$ cat src/rtl/nor_pkg.sv
package nor_pkg;

  typedef enum logic [2:0] {
    OP_READ     = 3'd0,
    OP_PROG     = 3'd1,
    OP_ERS_SECT = 3'd2,
    OP_ERS_BLK  = 3'd3,
    OP_ERS_CHIP = 3'd4
  } nor_op_e;

  typedef enum logic [1:0] {
    PH_IDLE, PH_SETUP, PH_ACT, PH_HOLD
  } bus_phase_e;

  typedef enum logic [2:0] {
    C_IDLE, C_WR_GO, C_WR_WAIT, C_PL_GO, C_PL_WAIT, C_RD_GO, C_RD_WAIT, C_REPORT
  } ctl_state_e;

  // Number of bus writes making up a modifying request (0 for others).
  function automatic logic [2:0] seq_len(logic [2:0] op);
    case (op)
      OP_PROG:                             seq_len = 3'd4;
      OP_ERS_SECT, OP_ERS_BLK, OP_ERS_CHIP: seq_len = 3'd6;
      default:                             seq_len = 3'd0;
    endcase
  endfunction

  // True when write step i carries the request address instead of an unlock address.
  function automatic logic seq_uses_req_addr(logic [2:0] op, logic [2:0] i);
    seq_uses_req_addr = ((op == OP_PROG) && (i == 3'd3)) ||
                        (((op == OP_ERS_SECT) || (op == OP_ERS_BLK)) && (i == 3'd5));
  endfunction

  // True when write step i carries the request data word.
  function automatic logic seq_uses_req_data(logic [2:0] op, logic [2:0] i);
    seq_uses_req_data = (op == OP_PROG) && (i == 3'd3);
  endfunction

  function automatic logic [15:0] seq_cmd_addr(logic [2:0] i);
    seq_cmd_addr = ((i == 3'd1) || (i == 3'd4)) ? 16'h2AAA : 16'h5555;
  endfunction

  function automatic logic [7:0] seq_cmd_data(logic [2:0] op, logic [2:0] i);
    case (i)
      3'd0, 3'd3: seq_cmd_data = 8'hAA;
      3'd1, 3'd4: seq_cmd_data = 8'h55;
      3'd2:       seq_cmd_data = (op == OP_PROG) ? 8'hA0 : 8'h80;
      default: begin
        case (op)
          OP_ERS_SECT: seq_cmd_data = 8'h30;
          OP_ERS_BLK:  seq_cmd_data = 8'h50;
          default:     seq_cmd_data = 8'h10;
        endcase
      end
    endcase
  endfunction

endpackage

$ cat src/rtl/nor_bus_phy.sv
// One asynchronous bus cycle: setup with CE# low, an active phase with WE# or
// OE# low, then a hold phase before CE# is released. Counts must be >= 1.
module nor_bus_phy
  import nor_pkg::*;
#(
  parameter int AW        = 19,
  parameter int DW        = 16,
  parameter int SETUP_CYC = 2,
  parameter int PULSE_CYC = 3,
  parameter int HOLD_CYC  = 1
) (
  input  logic          clk,
  input  logic          rst_n,
  input  logic          start,
  input  logic          wr,
  input  logic [AW-1:0] addr,
  input  logic [DW-1:0] wdata,
  output logic          ack,
  output logic [DW-1:0] rdata,
  output logic          fl_ce_n,
  output logic          fl_we_n,
  output logic          fl_oe_n,
  output logic [AW-1:0] fl_addr,
  output logic [DW-1:0] fl_dq_out,
  output logic          fl_dq_oe,
  input  logic [DW-1:0] fl_dq_in
);

  localparam int MAXC = (SETUP_CYC > PULSE_CYC) ?
                        ((SETUP_CYC > HOLD_CYC) ? SETUP_CYC : HOLD_CYC) :
                        ((PULSE_CYC > HOLD_CYC) ? PULSE_CYC : HOLD_CYC);
  localparam int CW = $clog2(MAXC + 1);

  bus_phase_e     ph;
  logic [CW-1:0]  cnt;
  logic           wr_q;
  logic [AW-1:0]  addr_q;
  logic [DW-1:0]  data_q;

  always_ff @(posedge clk or negedge rst_n) begin
    if (!rst_n) begin
      ph     <= PH_IDLE;
      cnt    <= '0;
      wr_q   <= 1'b0;
      addr_q <= '0;
      data_q <= '0;
      rdata  <= '0;
    end else begin
      case (ph)
        PH_IDLE: if (start) begin
          ph     <= PH_SETUP;
          cnt    <= CW'(SETUP_CYC - 1);
          wr_q   <= wr;
          addr_q <= addr;
          data_q <= wdata;
        end
        PH_SETUP: if (cnt == '0) begin
          ph  <= PH_ACT;
          cnt <= CW'(PULSE_CYC - 1);
        end else cnt <= cnt - 1'b1;
        PH_ACT: if (cnt == '0) begin
          ph  <= PH_HOLD;
          cnt <= CW'(HOLD_CYC - 1);
          if (!wr_q) rdata <= fl_dq_in;
        end else cnt <= cnt - 1'b1;
        default: if (cnt == '0) ph <= PH_IDLE;
                 else cnt <= cnt - 1'b1;
      endcase
    end
  end

  assign ack       = (ph == PH_HOLD) && (cnt == '0);
  assign fl_ce_n   = (ph == PH_IDLE);
  assign fl_we_n   = !((ph == PH_ACT) && wr_q);
  assign fl_oe_n   = !((ph == PH_ACT) && !wr_q);
  assign fl_addr   = addr_q;
  assign fl_dq_out = data_q;
  assign fl_dq_oe  = wr_q && (ph != PH_IDLE);

  // the flash samples the address when WE# falls.
  a_r4_addr_steady: assert property (@(posedge clk) disable iff (!rst_n)
    (!fl_we_n && $past(!fl_we_n)) |-> $stable(fl_addr));
  // data is still driven when WE# rises.
  a_r4_data_held: assert property (@(posedge clk) disable iff (!rst_n)
    $rose(fl_we_n) |-> (fl_dq_oe && $stable(fl_dq_out)));
  // strobes only inside a selected cycle, never both at once.
  a_r4_ce_frames: assert property (@(posedge clk) disable iff (!rst_n)
    (!fl_we_n || !fl_oe_n) |-> !fl_ce_n);
  a_r4_no_overlap: assert property (@(posedge clk) disable iff (!rst_n)
    !(!fl_we_n && !fl_oe_n));

endmodule

$ cat src/rtl/nor_poll_timer.sv
// Counts cycles spent polling; saturates at LIMIT and reports expiry.
module nor_poll_timer #(
  parameter int LIMIT = 5000
) (
  input  logic clk,
  input  logic rst_n,
  input  logic clr,
  output logic expired
);

  localparam int TW = $clog2(LIMIT + 1);

  logic [TW-1:0] cnt;

  always_ff @(posedge clk or negedge rst_n) begin
    if (!rst_n)                  cnt <= '0;
    else if (clr)                cnt <= '0;
    else if (cnt != TW'(LIMIT))  cnt <= cnt + 1'b1;
  end

  assign expired = (cnt == TW'(LIMIT));

  // once expired, the bound stays expired until polling is abandoned.
  a_r8_sticky_expiry: assert property (@(posedge clk) disable iff (!rst_n)
    (expired && !clr) |=> expired);

endmodule

$ cat src/rtl/nor_wr_ctrl.sv
module nor_wr_ctrl
  import nor_pkg::*;
#(
  parameter int AW          = 19,
  parameter int DW          = 16,
  parameter int SETUP_CYC   = 2,
  parameter int PULSE_CYC   = 3,
  parameter int HOLD_CYC    = 1,
  parameter int TIMEOUT_CYC = 5000
) (
  input  logic          clk,
  input  logic          rst_n,
  input  logic          req_valid,
  output logic          req_ready,
  input  logic [2:0]    req_op,
  input  logic [AW-1:0] req_addr,
  input  logic [DW-1:0] req_data,
  input  logic          poll_toggle,
  output logic          done,
  output logic          err,
  output logic [DW-1:0] rd_data,
  output logic          fl_ce_n,
  output logic          fl_we_n,
  output logic          fl_oe_n,
  output logic [AW-1:0] fl_addr,
  output logic [DW-1:0] fl_dq_out,
  output logic          fl_dq_oe,
  input  logic [DW-1:0] fl_dq_in
);

  ctl_state_e     st;
  logic [2:0]     op_q;
  logic [AW-1:0]  addr_q;
  logic [DW-1:0]  data_q;
  logic [2:0]     idx;
  logic           tmode_q;
  logic           tog_first;
  logic           tog_prev;
  logic           rep_err;
  logic [DW-1:0]  rd_q;

  logic           phy_start, phy_wr, phy_ack;
  logic [AW-1:0]  phy_addr;
  logic [DW-1:0]  phy_wdata, phy_rdata;
  logic           tmr_clr, tmr_expired;
  logic           poll_hit, exp_b7, op_known;

  assign op_known = (req_op <= OP_ERS_CHIP);

  assign phy_start = (st == C_WR_GO) || (st == C_PL_GO) || (st == C_RD_GO);
  assign phy_wr    = (st == C_WR_GO);
  assign phy_addr  = ((st == C_WR_GO) && !seq_uses_req_addr(op_q, idx)) ?
                     AW'(seq_cmd_addr(idx)) : addr_q;
  assign phy_wdata = seq_uses_req_data(op_q, idx) ? data_q : DW'(seq_cmd_data(op_q, idx));

  // Status evaluation on the word just read back.
  assign exp_b7   = (op_q == OP_PROG) ? data_q[7] : 1'b1;
  assign poll_hit = tmode_q ? (!tog_first && (phy_rdata[6] == tog_prev))
                            : (phy_rdata[7] == exp_b7);

  assign tmr_clr = !((st == C_PL_GO) || (st == C_PL_WAIT));

  always_ff @(posedge clk or negedge rst_n) begin
    if (!rst_n) begin
      st        <= C_IDLE;
      op_q      <= OP_READ;
      addr_q    <= '0;
      data_q    <= '0;
      idx       <= '0;
      tmode_q   <= 1'b0;
      tog_first <= 1'b1;
      tog_prev  <= 1'b0;
      rep_err   <= 1'b0;
      rd_q      <= '0;
    end else begin
      case (st)
        C_IDLE: if (req_valid) begin
          op_q    <= req_op;
          addr_q  <= req_addr;
          data_q  <= req_data;
          tmode_q <= poll_toggle;
          idx     <= '0;
          rep_err <= !op_known;
          if (!op_known)               st <= C_REPORT;
          else if (req_op == OP_READ)  st <= C_RD_GO;
          else                         st <= C_WR_GO;
        end
        C_WR_GO: st <= C_WR_WAIT;
        C_WR_WAIT: if (phy_ack) begin
          if (idx + 3'd1 == seq_len(op_q)) begin
            st        <= C_PL_GO;
            tog_first <= 1'b1;
          end else begin
            idx <= idx + 3'd1;
            st  <= C_WR_GO;
          end
        end
        C_PL_GO: st <= C_PL_WAIT;
        C_PL_WAIT: if (phy_ack) begin
          tog_first <= 1'b0;
          tog_prev  <= phy_rdata[6];
          if (poll_hit) begin
            rep_err <= 1'b0;
            st      <= C_REPORT;
          end else if (tmr_expired) begin
            rep_err <= 1'b1;
            st      <= C_REPORT;
          end else st <= C_PL_GO;
        end
        C_RD_GO: st <= C_RD_WAIT;
        C_RD_WAIT: if (phy_ack) begin
          rd_q <= phy_rdata;
          st   <= C_REPORT;
        end
        default: st <= C_IDLE;
      endcase
    end
  end

  assign req_ready = (st == C_IDLE);
  assign done      = (st == C_REPORT) && !rep_err;
  assign err       = (st == C_REPORT) && rep_err;
  assign rd_data   = rd_q;

  nor_bus_phy #(
    .AW(AW), .DW(DW), .SETUP_CYC(SETUP_CYC), .PULSE_CYC(PULSE_CYC), .HOLD_CYC(HOLD_CYC)
  ) u_phy (
    .clk       (clk),
    .rst_n     (rst_n),
    .start     (phy_start),
    .wr        (phy_wr),
    .addr      (phy_addr),
    .wdata     (phy_wdata),
    .ack       (phy_ack),
    .rdata     (phy_rdata),
    .fl_ce_n   (fl_ce_n),
    .fl_we_n   (fl_we_n),
    .fl_oe_n   (fl_oe_n),
    .fl_addr   (fl_addr),
    .fl_dq_out (fl_dq_out),
    .fl_dq_oe  (fl_dq_oe),
    .fl_dq_in  (fl_dq_in)
  );

  nor_poll_timer #(.LIMIT(TIMEOUT_CYC)) u_tmr (
    .clk     (clk),
    .rst_n   (rst_n),
    .clr     (tmr_clr),
    .expired (tmr_expired)
  );

  // no second acceptance while a request is in flight.
  a_r9_busy_after_accept: assert property (@(posedge clk) disable iff (!rst_n)
    (req_valid && req_ready) |=> !req_ready);
  // a completion pulse lasts one cycle and reopens the interface.
  a_r11_single_pulse: assert property (@(posedge clk) disable iff (!rst_n)
    (done || err) |=> (!done && !err && req_ready));
  a_r11_exclusive: assert property (@(posedge clk) disable iff (!rst_n)
    !(done && err));
  // unsupported codes are rejected at once and never reach the bus.
  a_r10_reject: assert property (@(posedge clk) disable iff (!rst_n)
    (req_valid && req_ready && (req_op > 3'd4)) |=> (err && fl_ce_n));
  // the bus is parked while idle.
  a_r1_idle_parked: assert property (@(posedge clk) disable iff (!rst_n)
    req_ready |-> (fl_we_n && fl_oe_n && !fl_dq_oe));

endmodule

$ cat config.mk
export PLATFORM = sky130hd
export DESIGN_NAME = nor_wr_ctrl
export DESIGN_NICKNAME = d
export VERILOG_FILES = /design/src/rtl/nor_pkg.sv /design/src/rtl/nor_bus_phy.sv /design/src/rtl/nor_poll_timer.sv /design/src/rtl/nor_wr_ctrl.sv
export SDC_FILE = /design/constraint.sdc
export NUM_CORES = 1
export LEC_CHECK = 0
export ABC_AREA = 1
export BUFFER_PORTS_ARGS = -buffer_cell sky130_fd_sc_hd__buf_2
export CORE_UTILIZATION = 25
export DETAILED_ROUTE_END_ITERATION = 10
export PLACE_DENSITY = 0.39
export SYNTH_ARGS = -nofsm -noshare
export SYNTH_HDL_FRONTEND = slang
export SYNTH_SLANG_ARGS = --single-unit
$ cat constraint.sdc
create_clock -name clk -period 3 [get_ports clk]
set_input_delay 0.3 -clock clk [delete_from_list [all_inputs] [get_ports clk]]
set_output_delay 0.3 -clock clk [all_outputs]
set_load 0.02 [all_outputs]
**Yosys cells after proc, flatten, opt, wreduce, memory -nomap -nowiden**

Cells that the tools add are included.

- Register bits after elaboration: 133
- Output and inout bits: 58
- Input port bits: 58

- Reduce and logical (&&, ||, !) cells: 47
- Add/sub/neg operators: 3
- Muxes and demuxes: 45
- Order comparisons: 1
- Eq/ne operators: 36
- Bitwise operators: 1

Operators by type and width:

| kind | count |
|---|---|
| 2-to-1 mux 3 bit | 13 |
| 2-to-1 mux 13 bit | 2 |
| one-hot mux 8 bit (3 select lines) | 1 |
| == test 3 bit, second input constant | 7 |
| one-hot mux 3 bit (7 select lines) | 1 |
| AND reduction 4 bit | 5 |
| 2-to-1 mux 19 bit | 1 |
| == test 3 x 2 -> 1 bit, second input constant | 6 |
| 2-to-1 mux 16 bit | 1 |
| 2-to-1 mux 2 bit | 8 |
| 2-to-1 mux 15 bit | 1 |
| one-hot mux 7 bit (2 select lines) | 1 |
| adder 13 x 1 -> 13 bit, second input constant | 1 |
| == test 13 bit, second input constant | 1 |
| inequality test 13 bit, second input constant | 1 |
| inequality test 2 bit, second input constant | 6 |
| one-hot mux 2 bit (3 select lines) | 2 |
| one-hot mux 3 bit (2 select lines) | 2 |
| logical AND 1 bit | 10 |
| AND reduction 2 bit | 5 |
| nonzero test 2 bit | 5 |
| == test 3 x 1 -> 1 bit, second input constant | 3 |
| logical NOT 3 bit | 3 |
| 2-to-1 mux 1 bit | 9 |
| 19 further kinds | 38 |

**Logic depth before layout (Yosys ltp)**

Gate-level depths: netlist of the first run.

- Word-level depth: 9
- Mapped depth: 11
- Mapped depth without buffers: 11

**Cells and area by module**

Synthesis of the first run repeated with hierarchy kept, for this count alone.

- Cell total of the unflattened synthesis: 665
- Area, all modules: 6452.4 µm²

By module, submodules not included:

| module | seq. area each (µm²) | cells an instance | area an instance (µm²) | times used |
|---|---|---|---|---|
| nor_wr_ctrl | 1602.8 | 354 | 3256.9 | 1 |
| nor_bus_phy | 1401.3 | 201 | 2409.8 | 1 |
| nor_poll_timer | 325.3 | 110 | 785.8 | 1 |

**Worst setup path after synthesis of the first run**

No wires, ideal clock.

- Path type: reg-to-reg
- Start point: reg idx[0]
- End point: reg u_phy.addr_q[0] (netlist: u_phy.fl_addr[0])
- Data arrival time: 1.597 ns
- Clock period less this slack: 1.723 ns
- Path buffers: 0
- Required time: 2.874 ns
- Path slack: 1.277 ns
- Stages on the path, launching flop included: 9
- Path through: dfrtp_1 ha_1 ha_1 inv_1 nor2_2 nor3_4 inv_4 o21ai_4 o21ai_2

- Cells in the longest elaborated chain, start to end: 6
- Elaborated cells between the ends (all ways): 12

RTL lines:

| element | RTL line | RTL |
|---|---|---|
| from (decl) | nor_wr_ctrl.sv:35 | `logic [2:0] idx;` |
| from (signal assigned) | nor_wr_ctrl.sv:94 | `idx <= idx + 3'd1;` |
| == test 3 x 2 -> 1 bit or == test 3 bit (tied branches) | nor_pkg.sv:30, nor_pkg.sv:31 |  |
| logical AND 1 bit, on equally long branches | nor_pkg.sv:30, nor_pkg.sv:31 |  |
| logical OR 1 bit | nor_pkg.sv:30 | `seq_uses_req_addr = ((op == OP_PROG) && (i == 3'd3)) \|\|` |
| logical NOT 1 bit | nor_wr_ctrl.sv:52 | `assign phy_addr = ((st == C_WR_GO) && !seq_uses_req_addr(op_q, idx)) ?` |
| logical AND 1 bit | nor_wr_ctrl.sv:52 |  |
| 2-to-1 mux 19 bit (*) | nor_wr_ctrl.sv:52 |  |
| to (signal assigned) | nor_bus_phy.sv:54 | `addr_q <= addr;` |
| to (decl) | nor_bus_phy.sv:37 | `logic [AW-1:0] addr_q;` |

Mark *: on every way between the ends. The rest lies on a longest branch, timed or not.
A chain may end at the register's enable or synchronous reset.

**Worst setup path after layout of the first run**

- Start point: reg u_phy.ph[0]
- End point: reg u_phy.data_q[2] (netlist: u_phy.fl_dq_out[2])

- Cells in the longest elaborated chain, start to end: 2

RTL lines:

| element | RTL line | RTL |
|---|---|---|
| from (decl) | nor_bus_phy.sv:34 | `bus_phase_e ph;` |
| from (signal assigned) | nor_bus_phy.sv:42 | `ph <= PH_IDLE;` |
| from (signal assigned) | nor_bus_phy.sv:51 | `ph <= PH_SETUP;` |
| from (signal assigned) | nor_bus_phy.sv:58 | `ph <= PH_ACT;` |
| logical NOT 2 bit | nor_bus_phy.sv:49 | `case (ph)` |
| AND reduction 2 bit (no source line) | - |  |
| to (signal assigned) | nor_bus_phy.sv:55 | `data_q <= wdata;` |
| to (decl) | nor_bus_phy.sv:38 | `logic [DW-1:0] data_q;` |

Every way passes these cells.

==> metrics.txt, run 1 <==
status=finished with violations; failing checks=negative hold slack; startpoint types=register; Design Area, Final=approximately 7600 sq um; # diodes=0; multi-input logic area=2296 sq um; cts bufs inserted=17; clk_lat worst skew=around 0.43 ns; number of synthesized register bits=roughly 130; die span in x=156.9 microns; post-layout util=0.3223; FF-to-FF End=u_phy.fl_dq_out[2]$_DFFE_PN0P_; RSZ-0062 raised after global routing=no; TNS Setup=0 ns; H-Tree Depth=4; Setup CP Type=reg2reg; Syn Inst Count=slightly above 600; Via density=4.329; CTS clk-pin slew, worst paths=around 0.06 ns; Congestion Overflow GR=0; Max-cap violations=0; final hold vios=12; Comb pwr share=0.024; DRC=0; Fill cells=~2400; Critical Path Sink Type=register; Max Root-Sink Buffers=2; skew final=0.01495 ns; synthesized area=5997 sq um; Pwr Total=between 4 and 5 mW; P_sw=923.6 uW; Power Dens Cells=541.0 nW/um^2; Layout area overhead=26.16%; worst vdd ir=356.2 uV; vias in the first global route=4774; relative slew slack=0.2958; FF-to-FF path depth=8; Root Buffer=clkbuf_16; Final GP Congestion=0.8006; Worst Setup SP=u_phy.ph[0]$_DFFE_PN0P_; Critical Path Max Stage Delay=0.44 ns; # port buffers=115; GR Util met2=0.2157; Ports=116; required time of the critical path=3.36 ns; Yosys top cell by area=dfrtp_1; first-pass GRT wire length=24340 microns; Hold Path Class=in2async; Syn Nets=697; via count=4671; reg-to-reg critical path startpoint=u_phy.ph[0]$_DFFE_PN0P_; Tmin final=around 2.2 ns; worst reg2reg setup slack=around 0.85 ns; Global Route met1 Usage=0.1599; most instantiated cells after synthesis=dfrtp_1 (132), nand2_1 (124), inv_1 (63); most used routing layer=met2; Arr. time, crit path=2.52 ns; initial antenna violation count=0; share of post-route cells with drive strength above 1=0.2750; Area contributors post-synth=dfrtp_1 (55%), nand2_1 (7.8%), o21ai_0 (4.3%); Synth cell types=39; internal power=3.169 mW; Sequential Power Share=0.442; slowest cell on the critical path=inv_1; setup bufs post-CTS=0; Max Clk Rate=464.5 MHz; worst-path fanout max=13; FFs w/ async S/R, synth=1.000; hold slack=-0.01357 ns; CTS Sinks=133; YS warnings=0; dominant cell by count in the synthesized netlist=dfrtp_1; die area=24610 sq um; first drt pass iteration count=4; final setup vio count=0; Routed WL per cell=13.69 microns; ys flop type=dfrtp_1; P_leak=3.946 nW; post_cts resized=0; worst path cell trace=inv_1 > ha_1 > nand3_1 > inv_1 > nand2_1 > o21ai_0 > o21ai_0 > nand2_1; Post-DRT Antenna Nets=0; Syn Area/Cell=9.626 sq um; Reg area=between 3000 and 4000 sq um; worst setup path end=u_phy.fl_dq_out[2]$_DFFE_PN0P_; Core ar.=23470 sq um; CTS Hold Bufs=0; drt initial violations=between 200 and 250; EDFF count, synth=0; Pins Over Slew Limit=0; Tot GR Track Use=0.1294; clock share of power=0.535; crit share post-route=0.7177; met3 GRT Util=0.03822; Seq/Total Area, Yosys=0.5552; Area after DPL=6945 sq um; Total Wirelength=between 10000 and 15000 microns; Initial Util=0.2555; final layout net count=roughly 820; Post-DP HPWL=between 10000 and 15000 microns; Die Span Y=156.9 microns; Site Rows=56; sw frac=0.2257; top cell type's share of synthesized area=0.5508; CTS tree=built; largest net degree at the start of global routing=105; actual slew at the worst max-slew pin=roughly 1.0 ns
## worst min-delay path by stage
stage | endpoint | slack [ns]
after floorplan | addr_q[0]$_DFFE_PN0P_ | 0.004
after global placement | u_phy.fl_dq_out[1]$_DFFE_PN0P_ | 0.46
after detailed placement | rd_data[4]$_DFFE_PN0P_ | 0.47
after CTS | u_phy.fl_dq_out[11]$_DFFE_PN0P_ | 0.04
after global routing | data_q[13]$_DFFE_PN0P_ | 0.07
final | u_phy.fl_dq_out[11]$_DFFE_PN0P_ | -0.01
## state kept, by name, summed over array words and instances, names as in the netlist
register         flops
addr_q              19
u_phy.fl_addr       19
data_q              16
rd_data             16
u_phy.fl_dq_out     16
u_phy.rdata         16
u_tmr.cnt           13
idx                  3
op_q                 3
st                   3
u_phy.cnt            2
u_phy.ph             2
rep_err              1
tmode_q              1
tog_first            1
tog_prev             1
u_phy.wr_q           1
## cells by family after synthesis
| kind of cell | Yosys count | synth area share |
|---|---|---|
| AOI/OAI and AO/OA | 112 | 0.1104 |
| muxes | 32 | 0.06634 |
| xor gates and xnor gates | 1 | 0.001461 |
| DFF | 133 | 0.5552 |
| buffers and inverters | 88 | 0.06238 |
| adders and majority gates | 16 | 0.03338 |
| and+or+nand+nor | 241 | 0.1709 |
## critical path: cells and delay by family, from the launching register on
kind / cells / cell delay, ns
AO/OA/AOI/OAI: 2 / 0.31
AND/OR/NAND/NOR: 3 / 0.52
buffers and inverters: 2 / 0.56
flip-flops: 1 / 0.42
adder cells (fa/ha/maj): 1 / 0.28
## per-stage QoR
step / instances / worst slack [ns]
2_1_floorplan: 623 / 1.277
3_3_place_gp: 1047 / 0.9298
3_5_place_dp: 1047 / 0.8492
4_1_cts: 1079 / 0.7958
5_1_grt: 1079 / 0.5908
6_report: 1079 / 0.8469
## power by group through the flow
stage               Clock (mW)  Sequential [mW]  Combinational (mW)
finish                    2.19             1.81              0.0971
global route              2.34             1.81               0.113
CTS                       2.26             1.81               0.102
floorplan                    0             1.84              0.0156
global placement             0             1.84              0.0993
detailed placement           0             1.84               0.102
## placed cells by master, fill, tap and decap left out, types with 2 or more instances in the layout
cell type and n:
o21ai_2 8, a22o_1 7, mux2_2 17, nor3_1 11
o21ai_0 51, o22ai_1 4, a21oi_1 32, nand2_2 4
clkbuf_16 17, clkinvlp_4 2, a41oi_1 2, inv_6 4
clkinv_4 5, dfrtp_1 132, ha_1 16, nor2_1 62
buf_4 7, inv_2 5, nor3b_1 2, nand2_1 123
o221ai_1 2, inv_1 63, mux2_1 5, bufinv_16 3
o211ai_1 2, buf_2 114, mux2_4 10, nand3_1 29
nand4_1 4
## routing by layer
layer  vias up  wire, microns
met5         -              0
met4         0            197
met3        14            595
met2       101           6996
met1      2264           6979
li1       2292              -
## cell type report
type | count | area share
Sequential cell | 133 | 0.4401
Inverter | 70 | 0.03522
Timing Repair Buffer | 123 | 0.08649
Clock inverter | 15 | 0.02580
Tap cell | 319 | 0.05275
Multi-Input combinational cell | 402 | 0.3035
Clock buffer | 17 | 0.05623
Note: power is estimated with default switching activity, not from simulation.
==> inputs of run 2 (changes only) <==
--- a/config.mk
+++ b/config.mk
@@ -5,11 +5,11 @@
 export SDC_FILE = /design/constraint.sdc
 export NUM_CORES = 1
 export LEC_CHECK = 0
-export ABC_AREA = 1
+export ABC_AREA = 0
 export BUFFER_PORTS_ARGS = -buffer_cell sky130_fd_sc_hd__buf_2
 export CORE_UTILIZATION = 25
 export DETAILED_ROUTE_END_ITERATION = 10
-export PLACE_DENSITY = 0.39
+export PLACE_DENSITY = 0.41
 export SYNTH_ARGS = -nofsm -noshare
 export SYNTH_HDL_FRONTEND = slang
 export SYNTH_SLANG_ARGS = --single-unit
==> constraint.sdc (replaced) <==
create_clock -name clk -period 1.7 [get_ports clk]
set_input_delay 0.17 -clock clk [delete_from_list [all_inputs] [get_ports clk]]
set_output_delay 0.17 -clock clk [all_outputs]
set_load 0.02 [all_outputs]
==> run 2 against run 1 <==
  * The run ends with negative setup slack left
  * First-iteration DRC count increased by 12%
  * Sequential power rose by 81%
  * Register-to-register slack got worse by 0.99 ns
  * Combinational power rose to 3.8 times the previous value
  * Global-route usage increased by 1.1 points
  * Sequential share of layout area down 7.2 points
  * Final cell count up 9.2%
  * Area after synthesis grew 2.1%
  * Maximum frequency up 17%
  * Largest cell class unchanged
  * Highest routed layer unchanged
==> metrics.txt, run 2 <==
startpoint types=register; Reg area=3333 sq um (+0.11%); die area=25120 sq um (+2.1%); CTS tree=built; Synth cell types=65 (+67%); required time of the critical path=2.00 ns (-1.36 ns); status=finished with violations; dominant cell by count in the synthesized netlist=nand2_1; Post-DP HPWL=11550 microns (+11%); Hold Path Sink=st[0]$_DFFE_PN0P_; Max-cap violations=0 (unchanged); first-pass GRT wire length=27150 microns (+12%); ys flop type=dfrtp_1; failing checks=negative setup slack; Seq/Total Area, Yosys=0.5437 (-0.01146); CTS Sinks=133 (unchanged); relative slew slack=0.7208 (+0.4250); hold slack=0.1575 ns (+0.1711 ns); WHS Path Cells=3; Design Area, Final=9045 sq um (+20%); Routed WL per cell=14.42 microns (+5.4%); Post-DRT Antenna Nets=0 (unchanged); H-Tree Depth=4 (unchanged); hold path startpoint=req_valid; Power Dens Cells=853.3 nW/um^2 (+58%); Core ar.=23750 sq um (+1.2%); Tot GR Track Use=0.1401 (+0.01064); largest net degree at the start of global routing=56 (-47%); Syn Inst Count=624 (+0.16%); met3 GRT Util=0.04409 (+0.005877); FF-to-FF path depth=5 (-3); Yosys top cell by area=dfrtp_1; via count=5256 (+13%); most used routing layer=met2; Global Route met1 Usage=0.1663 (+0.006413); share of post-route cells with drive strength above 1=0.3283 (+0.05329); final worst slack=-0.1390 ns (-0.9859 ns); Hold Path Class=in2reg; drt initial violations=233 (+12%); multi-input logic area=2828 sq um (+23%); GR Util met2=0.2389 (+0.02327); Critical Path Max Stage Delay=0.40 ns (-0.04 ns); worst reg2reg setup slack=-0.14 ns (-0.99 ns); # diodes=0 (unchanged); clk_lat worst skew=0.42 ns (about the same); Pwr Total=7.718 mW (+89%); CTS clk-pin slew, worst paths=0.06 ns (about the same); Tmin final=1.839 ns (-0.3141 ns); cts bufs inserted=17 (unchanged); FFs w/ async S/R, synth=1.000 (unchanged); most frequent cells in the layout=nand2_1 (180), dfrtp_1 (129), buf_2 (111); final layout net count=920 (+12%); vias in the first global route=5411 (+13%); commonest non-fill, non-tap cell in the layout=nand2_1; Die Span Y=158.5 microns (+1.0%); crit share post-route=1.082 (+0.3641); RSZ-0062 raised after global routing=yes; final hold vios=0 (-12); actual slew at the worst max-slew pin=0.4188 ns (-0.6265 ns); Syn Area/Cell=9.813 sq um (+1.9%); top cell type's share of synthesized area=0.5394 (-0.01137); most instantiated cells after synthesis=nand2_1 (181), dfrtp_1 (132), nor2_1 (44); Max Clk Rate=543.8 MHz (+17%); worst path cell trace=ha_2 > ha_4 > and4b_1 > o31a_1 > o311a_1; DRC=0 (unchanged); Pins Over Slew Limit=0 (unchanged); Syn Nets=698 (+0.14%); Fill cells=2363 (-2.1%); worst-path fanout max=5 (-8); Initial Util=0.2578 (+0.002306); P_leak=4.421 nW (+12%); synthesized area=6123 sq um (+2.1%); reg-to-reg critical path startpoint=idx[0]$_DFFE_PN0P_; die span in x=158.5 microns (+1.0%); Congestion Overflow GR=0 (unchanged); Arr. time, crit path=2.13 ns (-0.39 ns); FF-to-FF End=idx[1]$_DFFE_PN0P_; Ports=116 (unchanged); Site Rows=56 (unchanged); Area after DPL=7492 sq um (+7.9%); slowest cell on the critical path=dfrtp_1; final setup vio count=4 (+4); Setup CP Type=reg2reg; number of synthesized register bits=133 (unchanged); # port buffers=115 (unchanged); initial antenna violation count=0 (unchanged); YS warnings=0 (unchanged); Critical Path Sink Type=register; skew final=0.01253 ns (-0.002421 ns); worst vdd ir=538.1 uV (+51%); Final GP Congestion=0.8225 (+2.7%); first drt pass iteration count=4 (unchanged); Via density=4.462 (+3.1%); EDFF count, synth=0 (unchanged); Max Root-Sink Buffers=2 (unchanged); Area contributors post-synth=dfrtp_1 (54%), nand2_1 (11%), mux2_2 (4.0%); Layout area overhead=47.71%; post-layout util=0.3808 (+0.05846); Root Buffer=clkbuf_16; Total Wirelength=16990 microns (+15%)
## run 2: repair_timing
| item | 4_1_cts | 5_1_grt |
|---|---|---|
| resized for setup | 17 | 41 |
| hold endpoints to repair | 92 | 0 |
| pin swaps | 4 | 12 |
| hold buffers | 56 | 0 |
| endpoints found under the setup margin | 27 | 63 |
| setup buffers | 1 | 6 |
| cloned | 0 | 2 |
## run 2: how the worst max path moves through the flow
stage	startpoint	end	depth (start not counted)	slack [ns]
after global placement	req_op[1]	st[2]$_DFFE_PN0P_	7	-0.05
after global routing	idx[1]$_DFFE_PN0P_	idx[1]$_DFFE_PN0P_	5	-0.17
after CTS	idx[0]$_DFFE_PN0P_	idx[1]$_DFFE_PN0P_	5	-0.13
final	idx[0]$_DFFE_PN0P_	idx[1]$_DFFE_PN0P_	5	-0.14
after detailed placement	idx[0]$_DFFE_PN0P_	idx[2]$_DFFE_PN0P_	7	-0.12
after floorplan	idx[0]$_DFFE_PN0P_	idx[1]$_DFFE_PN0P_	5	-0.1
## run 2: cell families after synthesis
family	share of synthesized area
compound gates	0.09481
xor+xnor	0.01573
fa+ha+maj	0.03269
buf+inv	0.03249
flops	0.5437
mux	0.06396
simple gates	0.2166
## run 2: worst max-delay path: cells and delay by family, from the launching register on
family | cells | cell delay (ns)
AO/OA/AOI/OAI | 2 | 0.62
adder cells (fa/ha/maj) | 2 | 0.45
flip-flops | 1 | 0.40
AND/OR/NAND/NOR | 1 | 0.24
## run 2: final cells by class
cell class                      count  share of cell area
Tap cell                          319             0.04413
Timing Repair Buffer              232              0.1968
Clock buffer                       20             0.05160
Clock inverter                     12             0.02103
Multi-Input combinational cell    450              0.3126
Inverter                           12            0.005257
Sequential cell                   133              0.3685
## run 2: where the power goes
group	switching (mW)	internal [mW]	leakage (nW)	total (mW)
sequential	0.0458	3.23	1.74	3.28
clock	1.46	2.60	0.322	4.07
combinational	0.165	0.208	2.36	0.373
## run 2: metrics by stage
| stage | setup slack [ns] | cells | TNS, ns |
|---|---|---|---|
| finish | -0.1390 | 1178 | -0.3080 |
| global route | -0.1672 | 1178 | -1.717 |
| CTS | -0.1284 | 1170 | -0.3020 |
| detailed placement | -0.1174 | 1081 | -0.5890 |
| global placement | -0.04988 | 1081 | -0.1407 |
| floorplan | -0.09947 | 624 | -0.09947 |
## run 2: routing by layer
metal / part of all wire / vias to the layer above
li1: - / 2562
met1: 0.45 / 2549
met2: 0.49 / 132
met3: 0.051 / 13
met4: 0.0092 / 0
met5: 0 / -
==> inputs of run 3 (changes only) <==
--- a/config.mk
+++ b/config.mk
@@ -9,7 +9,7 @@
 export BUFFER_PORTS_ARGS = -buffer_cell sky130_fd_sc_hd__buf_2
 export CORE_UTILIZATION = 25
 export DETAILED_ROUTE_END_ITERATION = 10
-export PLACE_DENSITY = 0.41
+export PLACE_DENSITY = 0.39
 export SYNTH_ARGS = -nofsm -noshare
 export SYNTH_HDL_FRONTEND = slang
 export SYNTH_SLANG_ARGS = --single-unit
==> constraint.sdc (replaced) <==
create_clock -name clk -period 1.95 [get_ports clk]
set_input_delay 0.195 -clock clk [delete_from_list [all_inputs] [get_ports clk]]
set_output_delay 0.195 -clock clk [all_outputs]
set_load 0.02 [all_outputs]
==> run 3 against run 2 <==
  * The run now ends clean
  * Utilization decreased by 2.5 points
  * Critical path depth unchanged
  * First-iteration DRC count fell by 3.9%
  * Largest power group unchanged
  * Highest routed layer unchanged
==> metrics.txt, run 3 (synthesis gave the netlist of run 2 again) <==
status=complete, no violations; sw frac=0.2258 (+0.008893); commonest non-fill, non-tap cell in the layout=nand2_1; P_sw=1.414 mW (-16%); Tot GR Track Use=0.1342 (-0.005866); worst path cell trace=ha_2 > ha_4 > and4b_2 > o31a_1 > o311a_1; DRC=0 (unchanged); Post-DP HPWL=11080 microns (-4.1%); first drt pass iteration count=4 (unchanged); CTS Sinks=133 (unchanged); Routed WL per cell=14.04 microns (-2.6%); worst vdd ir=429.1 uV (-20%); required time of the critical path=2.25 ns (+0.25 ns); worst-path fanout max=5 (unchanged); most used routing layer=met2; largest net degree at the start of global routing=61 (+8.9%); Power Dens Cells=740.1 nW/um^2 (-13%); vias in the first global route=5148 (-4.9%); Site Rows=56 (unchanged); final layout net count=885 (-3.8%); Die Span Y=158.5 microns (unchanged); Max-cap violations=0 (unchanged); startpoint types=register; Congestion Overflow GR=0 (unchanged); Pins Over Slew Limit=0 (unchanged); final hold vios=0 (unchanged); die span in x=158.5 microns (unchanged); cts bufs inserted=17 (unchanged); share of post-route cells with drive strength above 1=0.2722 (-0.05611); crit-path leading delay family=compound AO/OA/AOI/OAI gates; via count=5062 (-3.7%); Critical Path Max Stage Delay=0.42 ns (+0.02 ns); Post-DRT Antenna Nets=0 (unchanged); first-pass GRT wire length=26010 microns (-4.2%); drt initial violations=224 (-3.9%); H-Tree Depth=4 (unchanged); Sequential Power Share=0.456 (+0.031); Max Root-Sink Buffers=2 (unchanged); Final GP Congestion=0.7678 (-6.7%); skew final=0.008648 ns (-0.003879 ns); WP buf/inv=0 (unchanged); actual slew at the worst max-slew pin=0.6270 ns (+0.2082 ns); Arr. time, crit path=2.19 ns (+0.06 ns); final worst slack=0.06186 ns (+0.2008 ns); Critical Path Sink Type=register; Comb pwr share=0.052 (+0.004); CTS clk-pin slew, worst paths=0.06 ns (about the same); cell count after placement=1058 (-2.1%); final setup vio count=0 (-4); Layout area overhead=38.13%; Initial Util=0.2578 (unchanged); relative slew slack=0.5820 (-0.1388); # port buffers=115 (unchanged); Via density=4.433 (-0.66%); clk_lat worst skew=0.41 ns (about the same); crit share post-route=0.9683 (-0.1135); Ports=116 (unchanged); CTS tree=built; # diodes=0 (unchanged); clock share of power=0.493 (-0.034); slowest cell on the critical path=dfrtp_1; Root Buffer=clkbuf_16; Place WS=-0.04547 ns (+0.07190 ns); post-layout util=0.3561 (-0.02471); Hold Path Class=in2reg; met3 GRT Util=0.03783 (-0.006260); Core ar.=23750 sq um (unchanged); Finished Layout Cells=1142 (-3.1%); die area=25120 sq um (unchanged); Max Clk Rate=529.6 MHz (-2.6%); Setup CP Type=reg2reg; Total Wirelength=16040 microns (-5.6%); GR Util met2=0.2210 (-0.01796); Tmin final=1.888 ns (+0.04916 ns); Global Route met1 Usage=0.1679 (+0.001597); most frequent cells in the layout=nand2_1 (181), dfrtp_1 (132), buf_2 (114); initial antenna violation count=1 (+1); P_leak=4.136 nW (-6.4%); internal power=4.846 mW (-20%)
[run 3: area by class of cell]
type                    count  area [sq um]
clock buffers              20         466.7
clock inverters            11         101.3
fillers                  2435         15290
inverters                  12         45.04
multi-input cells         450          2700
flip-flops and latches    133          3329
well taps                 319         399.1
repair buffers            197          1416
[run 3: worst paths after layout]
check	slack, ns	depth (start not counted)	to	startpoint
min reg2reg	0.46	2	u_phy.fl_addr[16]$_DFFE_PN0P_	u_phy.fl_addr[16]$_DFFE_PN0P_
min in group asynchronous	0.34	2	u_phy.fl_dq_out[11]$_DFFE_PN0P_	rst_n
max reg2reg	0.06	5	idx[1]$_DFFE_PN0P_	idx[1]$_DFFE_PN0P_
max	0.06	5	idx[1]$_DFFE_PN0P_	idx[1]$_DFFE_PN0P_
max in group asynchronous	0.99	3	u_tmr.cnt[1]$_DFFE_PN0P_	rst_n
min	0.02	2	u_phy.rdata[14]$_DFFE_PN0P_	fl_dq_in[14]
[run 3: metal layers]
metal / wire length (microns) / vias up / part of all wire
li1: - / 2483 / -
met1: 7517 / 2450 / 0.47
met2: 7431 / 112 / 0.46
met3: 866 / 17 / 0.054
met4: 219 / 0 / 0.014
met5: 0 / - / 0
[run 3: stage by stage]
step / hold WS [ns] / cell area, sq um / power, mW / setup TNS (ns)
2_1_floorplan: -0.1006 / 6123 / 2.982 / 0
3_5_place_dp: 0.2315 / 7256 / 3.144 / -0.1176
3_3_place_gp: 0.2292 / 7256 / 3.136 / 0
4_1_cts: 0.0004354 / 8361 / 6.365 / 0
5_1_grt: 0.01293 / 8458 / 6.539 / -0.002924
6_report: 0.01898 / 8458 / 6.260 / 0
[run 3: power groups by stage]
stage / clock network, mW / logic, mW / registers (mW)
after floorplan: 0 / 0.0891 / 2.89
after global placement: 0 / 0.236 / 2.90
after detailed placement: 0 / 0.242 / 2.90
after CTS: 3.19 / 0.324 / 2.85
after global routing: 3.32 / 0.364 / 2.86
final: 3.08 / 0.324 / 2.85
[run 3: what timing repair did]
| action | CTS | global route |
|---|---|---|
| setup buffers | 1 | 1 |
| gates resized for setup | 3 | 14 |
| hold endpoints to repair | 105 | 0 |
| pin swaps | 1 | 3 |
| setup endpoints to repair | 14 | 34 |
| hold buffers | 51 | 0 |
